[src/rtl/disp_irq_pkg.sv]
package disp_irq_pkg;
   localparam int NUM_SRC  = 4;
   localparam int ST_LSB   = 0;
   localparam int EN_LSB   = ST_LSB + NUM_SRC;
   localparam int CLR_LSB  = EN_LSB + NUM_SRC;
   localparam int FNUM_LSB = CLR_LSB + NUM_SRC;

   typedef enum int {
      SRC_FRM_END = 0,
      SRC_DSP_END = 1,
      SRC_FRM_CNT = 2,
      SRC_LINE    = 3
   } src_e;

   typedef enum logic {
      SEL_IRQ_WORD  = 1'b0,
      SEL_LINE_WORD = 1'b1
   } sel_e;
endpackage

[src/rtl/disp_sticky_bit.sv]
module disp_sticky_bit (
   input  logic clk,
   input  logic rst_n,
   input  logic evt_i,
   input  logic clr_i,
   output logic st_o
);
   logic st_q;

   always_ff @(posedge clk) begin
      if (!rst_n)        st_q <= 1'b0;
      else if (evt_i)    st_q <= 1'b1;
      else if (clr_i)    st_q <= 1'b0;
   end

   assign st_o = st_q;

   AST_EVT_SETS: assert property (@(posedge clk) disable iff (!rst_n)
      evt_i |=> st_o) else $error("event lost");
   AST_CLR_DROPS: assert property (@(posedge clk) disable iff (!rst_n)
      (clr_i && !evt_i) |=> !st_o) else $error("clear ignored");
   AST_ST_HOLD: assert property (@(posedge clk) disable iff (!rst_n)
      (!evt_i && !clr_i) |=> $stable(st_o)) else $error("flag moved");
endmodule

[src/rtl/disp_frm_cmp.sv]
module disp_frm_cmp #(
   parameter int NUM_W = 8
) (
   input  logic             clk,
   input  logic             rst_n,
   input  logic             start_i,
   input  logic             end_i,
   input  logic [NUM_W-1:0] num_i,
   output logic             hit_o
);
   localparam int CNT_W = NUM_W + 1;
   localparam logic [CNT_W-1:0] CNT_MAX = {1'b1, {NUM_W{1'b0}}};

   logic [CNT_W-1:0] cnt_q;

   always_ff @(posedge clk) begin
      if (!rst_n)                         cnt_q <= '0;
      else if (start_i)                   cnt_q <= '0;
      else if (end_i && cnt_q != CNT_MAX) cnt_q <= cnt_q + 1'b1;
   end

   assign hit_o = end_i && !start_i && (cnt_q == {1'b0, num_i});

   AST_CNT_RESTART: assert property (@(posedge clk) disable iff (!rst_n)
      start_i |=> cnt_q == '0) else $error("count not restarted");
   AST_CNT_SAT: assert property (@(posedge clk) disable iff (!rst_n)
      (cnt_q == CNT_MAX && !start_i) |=> cnt_q == CNT_MAX)
      else $error("count left saturation");
   AST_CNT_STEP: assert property (@(posedge clk) disable iff (!rst_n)
      (!start_i && !end_i) |=> $stable(cnt_q)) else $error("count drift");
endmodule

[src/rtl/disp_line_cmp.sv]
module disp_line_cmp #(
   parameter int LINE_W = 11
) (
   input  logic              stb_i,
   input  logic [LINE_W-1:0] idx_i,
   input  logic [LINE_W-1:0] num_i,
   output logic              hit_o
);
   assign hit_o = stb_i && (idx_i == num_i);
endmodule

[src/rtl/disp_evt_irq_reg.sv]
module disp_evt_irq_reg
   import disp_irq_pkg::*;
#(
   parameter int DATA_W  = 32,
   parameter int FRM_W   = 8,
   parameter int LINE_W  = 11,
   parameter bit IRQ_REG = 1'b0
) (
   input  logic              clk,
   input  logic              rst_n,
   input  logic              reg_sel_i,
   input  logic              reg_wr_i,
   input  logic [DATA_W-1:0] reg_wdata_i,
   output logic [DATA_W-1:0] reg_rdata_o,
   input  logic              frame_start_i,
   input  logic              frame_end_i,
   input  logic              disp_end_i,
   input  logic              line_stb_i,
   input  logic [LINE_W-1:0] line_idx_i,
   output logic              irq_o
);
   localparam int FNUM_MSB = FNUM_LSB + FRM_W - 1;

   if (DATA_W < FNUM_MSB + 1) begin : g_bad_frm_w
      $error("interrupt word too narrow for frame number field");
   end
   if (DATA_W < LINE_W) begin : g_bad_line_w
      $error("line number wider than data word");
   end

   logic [NUM_SRC-1:0] en_q;
   logic [FRM_W-1:0]   fnum_q;
   logic [LINE_W-1:0]  lnum_q;
   logic [NUM_SRC-1:0] evt;
   logic [NUM_SRC-1:0] clr;
   logic [NUM_SRC-1:0] st;
   logic               wr_irq, wr_line;
   logic               frm_hit, line_hit;
   logic               irq_raw;

   assign wr_irq  = reg_wr_i && (reg_sel_i == SEL_IRQ_WORD);
   assign wr_line = reg_wr_i && (reg_sel_i == SEL_LINE_WORD);

   always_ff @(posedge clk) begin
      if (!rst_n) begin
         en_q   <= '0;
         fnum_q <= '0;
         lnum_q <= '0;
      end else begin
         if (wr_irq) begin
            en_q   <= reg_wdata_i[EN_LSB +: NUM_SRC];
            fnum_q <= reg_wdata_i[FNUM_LSB +: FRM_W];
         end
         if (wr_line) lnum_q <= reg_wdata_i[LINE_W-1:0];
      end
   end

   disp_frm_cmp #(.NUM_W(FRM_W)) u_frm_cmp (
      .clk     (clk),
      .rst_n   (rst_n),
      .start_i (frame_start_i),
      .end_i   (frame_end_i),
      .num_i   (fnum_q),
      .hit_o   (frm_hit)
   );

   disp_line_cmp #(.LINE_W(LINE_W)) u_line_cmp (
      .stb_i (line_stb_i),
      .idx_i (line_idx_i),
      .num_i (lnum_q),
      .hit_o (line_hit)
   );

   assign evt[SRC_FRM_END] = frame_end_i;
   assign evt[SRC_DSP_END] = disp_end_i;
   assign evt[SRC_FRM_CNT] = frm_hit;
   assign evt[SRC_LINE]    = line_hit;
   assign clr = wr_irq ? reg_wdata_i[CLR_LSB +: NUM_SRC] : '0;

   for (genvar i = 0; i < NUM_SRC; i++) begin : g_src
      disp_sticky_bit u_st (
         .clk   (clk),
         .rst_n (rst_n),
         .evt_i (evt[i]),
         .clr_i (clr[i]),
         .st_o  (st[i])
      );
   end

   assign irq_raw = |(st & en_q);

   if (IRQ_REG) begin : g_irq_ff
      logic irq_q;
      always_ff @(posedge clk) begin
         if (!rst_n) irq_q <= 1'b0;
         else        irq_q <= irq_raw;
      end
      assign irq_o = irq_q;
   end else begin : g_irq_comb
      assign irq_o = irq_raw;
   end

   always_comb begin
      reg_rdata_o = '0;
      if (reg_sel_i == SEL_IRQ_WORD) begin
         reg_rdata_o[ST_LSB +: NUM_SRC]  = st;
         reg_rdata_o[EN_LSB +: NUM_SRC]  = en_q;
         reg_rdata_o[FNUM_LSB +: FRM_W]  = fnum_q;
      end else begin
         reg_rdata_o[LINE_W-1:0] = lnum_q;
      end
   end

   logic unused_wdata;
   assign unused_wdata = ^{reg_wdata_i[DATA_W-1:FNUM_MSB+1], reg_wdata_i[ST_LSB +: NUM_SRC]};

   AST_FNUM_HOLD: assert property (@(posedge clk) disable iff (!rst_n)
      !wr_irq |=> $stable(fnum_q)) else $error("frame number moved");
   AST_LNUM_HOLD: assert property (@(posedge clk) disable iff (!rst_n)
      !wr_line |=> $stable(lnum_q)) else $error("line number moved");
   AST_EN_HOLD: assert property (@(posedge clk) disable iff (!rst_n)
      !wr_irq |=> $stable(en_q)) else $error("enables moved");
endmodule

[config.mk]
export PLATFORM = sky130hd
export DESIGN_NAME = disp_evt_irq_reg
export DESIGN_NICKNAME = d
export VERILOG_FILES = /design/src/rtl/disp_irq_pkg.sv /design/src/rtl/disp_sticky_bit.sv /design/src/rtl/disp_frm_cmp.sv /design/src/rtl/disp_line_cmp.sv /design/src/rtl/disp_evt_irq_reg.sv
export SDC_FILE = /design/constraint.sdc
export NUM_CORES = 1
export LEC_CHECK = 0
export CELL_PAD_IN_SITES_DETAIL_PLACEMENT = 0
export CELL_PAD_IN_SITES_GLOBAL_PLACEMENT = 2
export CORE_MARGIN = 2
export CORE_UTILIZATION = 21
export CTS_BUF_LIST = sky130_fd_sc_hd__clkbuf_16
export DETAILED_ROUTE_END_ITERATION = 16
export PLACE_DENSITY_LB_ADDON = 0.08
export SLEW_MARGIN = 20
export SYNTH_ARGS = -nofsm -noshare
export SYNTH_HDL_FRONTEND = slang
export SYNTH_SLANG_ARGS = --single-unit
export TNS_END_PERCENT = 20
[constraint.sdc]
create_clock -name clk -period 1.57 [get_ports clk]
set_input_delay 0.2355 -clock clk [delete_from_list [all_inputs] [get_ports clk]]
set_output_delay 0.2355 -clock clk [all_outputs]
set_load 0.1 [all_outputs]
# Word-level counts from Yosys, hierarchy flattened
# Index checks and enable logic that the tools add are counted.
[word_totals] out_inout_bits=33 ff_bits=36 inputBits=51 elab_cells=40
[classes] n_reduce_logical=13 bitwise=3 n_eq_ne=3 n_addsub=1 n_mux=12
[op_table] op="$mux 8" n=2
[op_table] op="$eq 11x11->1" n=1
[op_table] op="$add 9x1->9 const B" n=1
[op_table] op="$eq 9x8->1" n=1
[op_table] op="$ne 9x9->1 const B" n=1
[op_table] op="$mux 1" n=8
[op_table] op="$reduce_bool 2->1" n=4
[op_table] op="$logic_and 1x1->1" n=6
[op_table] op="$and 4x4->4" n=1
[op_table] op="$mux 4" n=1
[op_table] op="$reduce_or 4->1" n=1
[op_table] op="$mux 3" n=1
[op_table] op="$not 1->1" n=2
[op_table] op="$reduce_or 2->1" n=1
[op_table] op="$logic_not 1->1" n=1

# Logic depth before layout (Yosys ltp)
[depth] word_depth=5 depth_mapped=6 mapped_depth_nobuf=6

# By module
# Synthesis repeated with hierarchy kept, for this count alone.
[hier_totals] cells_unflattened=236 hier_area_um2=2098.3
[modules_own_cells] module="disp_evt_irq_reg" n_inst=1 cells_per_inst=142 seq_area_each_um2=460.4 area_each_um2=1244.9
[modules_own_cells] module="disp_frm_cmp" n_inst=1 cells_per_inst=67 seq_area_each_um2=180.2 area_each_um2=563.0
[modules_own_cells] module="disp_sticky_bit" n_inst=4 cells_per_inst=3 seq_area_each_um2=20.0 area_each_um2=41.3
[modules_own_cells] module="disp_line_cmp" n_inst=1 cells_per_inst=15 seq_area_each_um2=0.0 area_each_um2=125.1

# Worst setup path before layout
# OpenSTA, ideal clock, no wires.
[synth_path] kind="input -> output" start="input reg_sel_i" end="output reg_rdata_o[12]" t_required_ns=1.334 n_path_buf=2 path_slack_ns=-0.669 t_arrival_ns=2.004 stages=3 path_cell_list="buf_1 clkbuf_1 nor2b_1"
[synth_via] elab_chain_cells=1
[synth_lines] element="start: declaration" line="disp_evt_irq_reg.sv:11" source="input logic reg_sel_i,"
[synth_lines] element="$mux 8" line="disp_evt_irq_reg.sv:105" source="if (reg_sel_i == SEL_IRQ_WORD) begin"
[synth_lines] element="end: declaration" line="disp_evt_irq_reg.sv:14" source="output logic [DATA_W-1:0] reg_rdata_o,"
# No other way between the ends.

# Worst setup path after layout
[layout_path] start="register u_frm_cmp.cnt_q[2]" end="register u_frm_cmp.cnt_q[1]"
[layout_via] elab_chain_cells=2
[layout_lines] element="start: declaration" line="disp_frm_cmp.sv:14" source="logic [CNT_W-1:0] cnt_q;"
[layout_lines] element="start signal: assignment" line="disp_frm_cmp.sv:19" source="else if (end_i && cnt_q != CNT_MAX) cnt_q <= cnt_q + 1'b1;"
[layout_lines] element="$ne 9x9->1" line="disp_frm_cmp.sv:19"
[layout_lines] element="$logic_and 1x1->1" line="disp_frm_cmp.sv:19"
# No other way between the ends.
# A chain may end at the register's enable or synchronous reset.

==> impl_results.md <==
- RR Endpoint: u_frm_cmp.cnt_q[1]$_SDFFE_PP0P_
- CTS Root Cell: clkbuf_16
- Switching fraction of total power: 31.7%
- Worst setup EP type: flop
- Worst R2R Start: u_frm_cmp.cnt_q[2]$_SDFFE_PP0P_
- Antenna-violating nets left: 0
- Final WL: 5880 um
- Final setup fails: 0
- Mapped cell area: 1940 um^2
- Hold WC Path Type: reg -> reg
- Sw Pwr: 839 uW
- CP startpoint kind: flop
- GRT overflow: 0
- Design area: 3200 um^2
- Routed via count: 1,706
- Internal: 1.81 mW
- Seq/Total Area, Yosys: 37.2%
- R2R cell count: 4
- Post-synth cell types: 33
- Max-slew violations: 0
- Worst-path maximum fanout: 3
- DRC errors left: 0
- # IOs: 84
- Tot GR Track Use: 12.4%
- PD cells: 828 nW/um^2
- Area contributors post-synth: dfxtp_1 37%, nand2_1 11%, a21boi_0 8.9%, xnor2_1 5.9%, buf_4 5.0%
- Final Net Count: 360
- Predominant post-synthesis flop cell: dfxtp_1
- Clk network pwr share: 35.3%
- CTS buffer count: 5
- RSZ-0062 raised after global routing: yes
- Max-Cap Viols: 0
- CTS tree: built
- Post-DP Area: 2990 um^2
- M1 wire length: 2990 um
- Post-Place Cells: 411
- Routed WL per cell: 14.0 um
- Layout cell share with drive strength beyond 1: 22.4%
- Clock Skews: 0.00302 ns
- Met3 WL: 241 um
- Row count: 35
- Synth async-reset ratio: 0%
- Static Leak: 1.24 nW
- # diodes: 0
- Syn. warnings: 0
- Starting Density: 21.3%
- EDFF count, synth: 0
- WHS: 0.482 ns
- #FFs+latches synth: 36
- Die Ht: 100 um
- Met2 wire length: 2590 um
- Final Util: 35.1%
- Period utilization: 99.8%
- Core ar.: 9110 um^2
- Hpwl dp: 4490 um
- Vias per std cell: 4.07
- Setup CP Type: reg -> reg
- Global-route wire length before repair: 9420 um
- Clock Sinks: 36
- Non-Filler Instances: 419
- Worst-Skew Late Latency: 0.27 ns
- Status: complete, no violations
- Top sig layer: met4
- Worst EP required: 1.74 ns
- Overall power: 2.65 mW
- Vias in the first global route: 1,695
- Post-CTS setup buffers: 0
- Hold path start: en_q[1]$_SDFFE_PN0N_
- Die Wd: 100 um
- Die Area: 10,000 um^2
- Worst Path Arrival: 1.74 ns
- Clock Tree Buf Depth: 2
- Mean Syn Cell Area: 8.40 um^2
- DRT Pass-1 Iters: 4
- Clock transition at path regs: 0.06 ns
- Top-area cell type share of the netlist area: 37.2%
- H-tree levels: 2
- Reg2reg setup slack: 0.003 ns
- Starting DRT DRC Count: 45
- Area grow syn2layout: 64.8%
- Peak supply drop: 301 uV
- Sequential fraction of design power: 37.1%
- Synth area leader: dfxtp_1
- Hold buffer count at CTS: 0
- Fmax: 638 MHz
- Final hold vios: 0
- Hold path depth: 2
- RePlAce Congestion: 0.678
- Worst Hold End: en_q[1]$_SDFFE_PN0N_
- Minimum clock period: 1.57 ns
- Logic pwr share: 27.5%
- Post-synthesis cell count: 231
- Initial antenna violation count: 0
- Maximum number of pins on one net before global-route repair: 28
- PortBufs: 58
worst max-delay path by stage:
stage,start,to,slack (ns),depth (start not counted)
after global placement,rst_n,g_src[2].u_st.st_o$_SDFFE_PN0P_,-0.22,6
after floorplan,reg_sel_i,reg_rdata_o[10],-0.44,3
after detailed placement,rst_n,g_src[2].u_st.st_o$_SDFFE_PN0P_,-0.21,6
final,u_frm_cmp.cnt_q[2]$_SDFFE_PP0P_,u_frm_cmp.cnt_q[1]$_SDFFE_PP0P_,0.003,4
after CTS,u_frm_cmp.cnt_q[2]$_SDFFE_PP0P_,u_frm_cmp.cnt_q[1]$_SDFFE_PP0P_,-0.02,4
after global routing,u_frm_cmp.cnt_q[2]$_SDFFE_PP0P_,u_frm_cmp.cnt_q[1]$_SDFFE_PP0P_,-0.11,4
cell families after synthesis:
group / Yosys count / synth area share (%)
xor+xnor: 24 / 10.8
compound gates: 36 / 14.1
simple gates: 96 / 23.2
other cells: 1 / 0.193
mux: 9 / 5.16
fa+ha+maj: 2 / 1.29
buf+inv: 27 / 8.13
flops: 36 / 37.2
sequential cells by signal (all words and copies together), names as in the netlist:
| name | count |
|---|---|
| fnum_q | 8 |
| u_frm_cmp.cnt_q | 9 |
| lnum_q | 11 |
| g_src.u_st.st_o | 4 |
| en_q | 4 |
placed cells by master (no fill, tap or decap), types with 2 or more instances in the layout:
cell type / netlist / layout
nand2_1: 55 / 55
clkdlybuf4s50_1: 0 / 37
dfxtp_1: 36 / 35
a21boi_0: 23 / 23
buf_12: 0 / 23
buf_4: 13 / 19
xnor2_1: 13 / 13
conb_1: 1 / 13
xor2_1: 11 / 11
mux2_2: 8 / 8
nor2b_4: 0 / 8
nor2_1: 8 / 8
inv_1: 3 / 5
nand3_1: 5 / 5
clkbuf_16: 0 / 5
and2_1: 4 / 4
a21oi_1: 4 / 4
nand4_1: 4 / 4
nor2b_1: 11 / 3
o21ai_0: 3 / 3
a22oi_1: 2 / 2
nand2b_1: 2 / 2
or3_1: 2 / 2
ha_1: 2 / 2
stage by stage:
step / worst slack, ns / setup TNS [ns]
2_1_floorplan: -0.438 / -2.91
3_3_place_gp: -0.218 / -2.44
3_5_place_dp: -0.205 / -2.43
4_1_cts: -0.0188 / -0.0188
5_1_grt: -0.114 / -0.192
6_report: 0.00348 / 0
per-layer routing:
metal	vias to the layer above	track usage, %
met3	5	2.51
met2	37	19.4
li1	890	-
met1	774	17.6
met4	0	3.16
met5	-	0
layout make-up:
cell class	count	area, um^2
clock buffers	5	125
flip-flops and latches	36	722
inverters	3	11.3
repair buffers	81	1010
fillers	977	5910
well taps	111	139
multi-input cells	180	1170
clock inverters	3	11.3
critical path, cell delays in order (launching register included):
cell and delay (ns):
dfxtp_2 0.32, or4_4 0.54, o41ai_4 0.32, mux2i_1 0.23
nor2_1 0.05
synth_stat cells (all sizes together), types with 2 or more instances:
cell type  number
dfxtp          36
nor2b          11
o21ai           3
a21boi         23
or3             2
nand2b          2
o41ai           2
nand4           4
xor2           11
nand2          55
xnor2          13
nor2            8
nand3           5
a22oi           2
buf            15
a21oi           4
mux2            8
or4             2
ha              2
and2            4
clkbuf          9
inv             3
power groups by stage:
| stage | clock network [mW] | logic [mW] | registers, mW |
|---|---|---|---|
| after floorplan | 0 | 0.460 | 0.990 |
| after global placement | 0 | 0.717 | 1.00 |
| after detailed placement | 0 | 0.716 | 1.00 |
| after CTS | 0.965 | 0.737 | 0.985 |
| after global routing | 1.01 | 0.766 | 0.989 |
| final | 0.936 | 0.728 | 0.983 |
repair_timing:
| action | CTS | global route |
|---|---|---|
| cloned | 1 | 0 |
| pin swaps | 0 | 1 |
| resized for setup | 9 | 2 |
| setup endpoints to repair | 17 | 4 |
(Power assumes the default switching activity.)
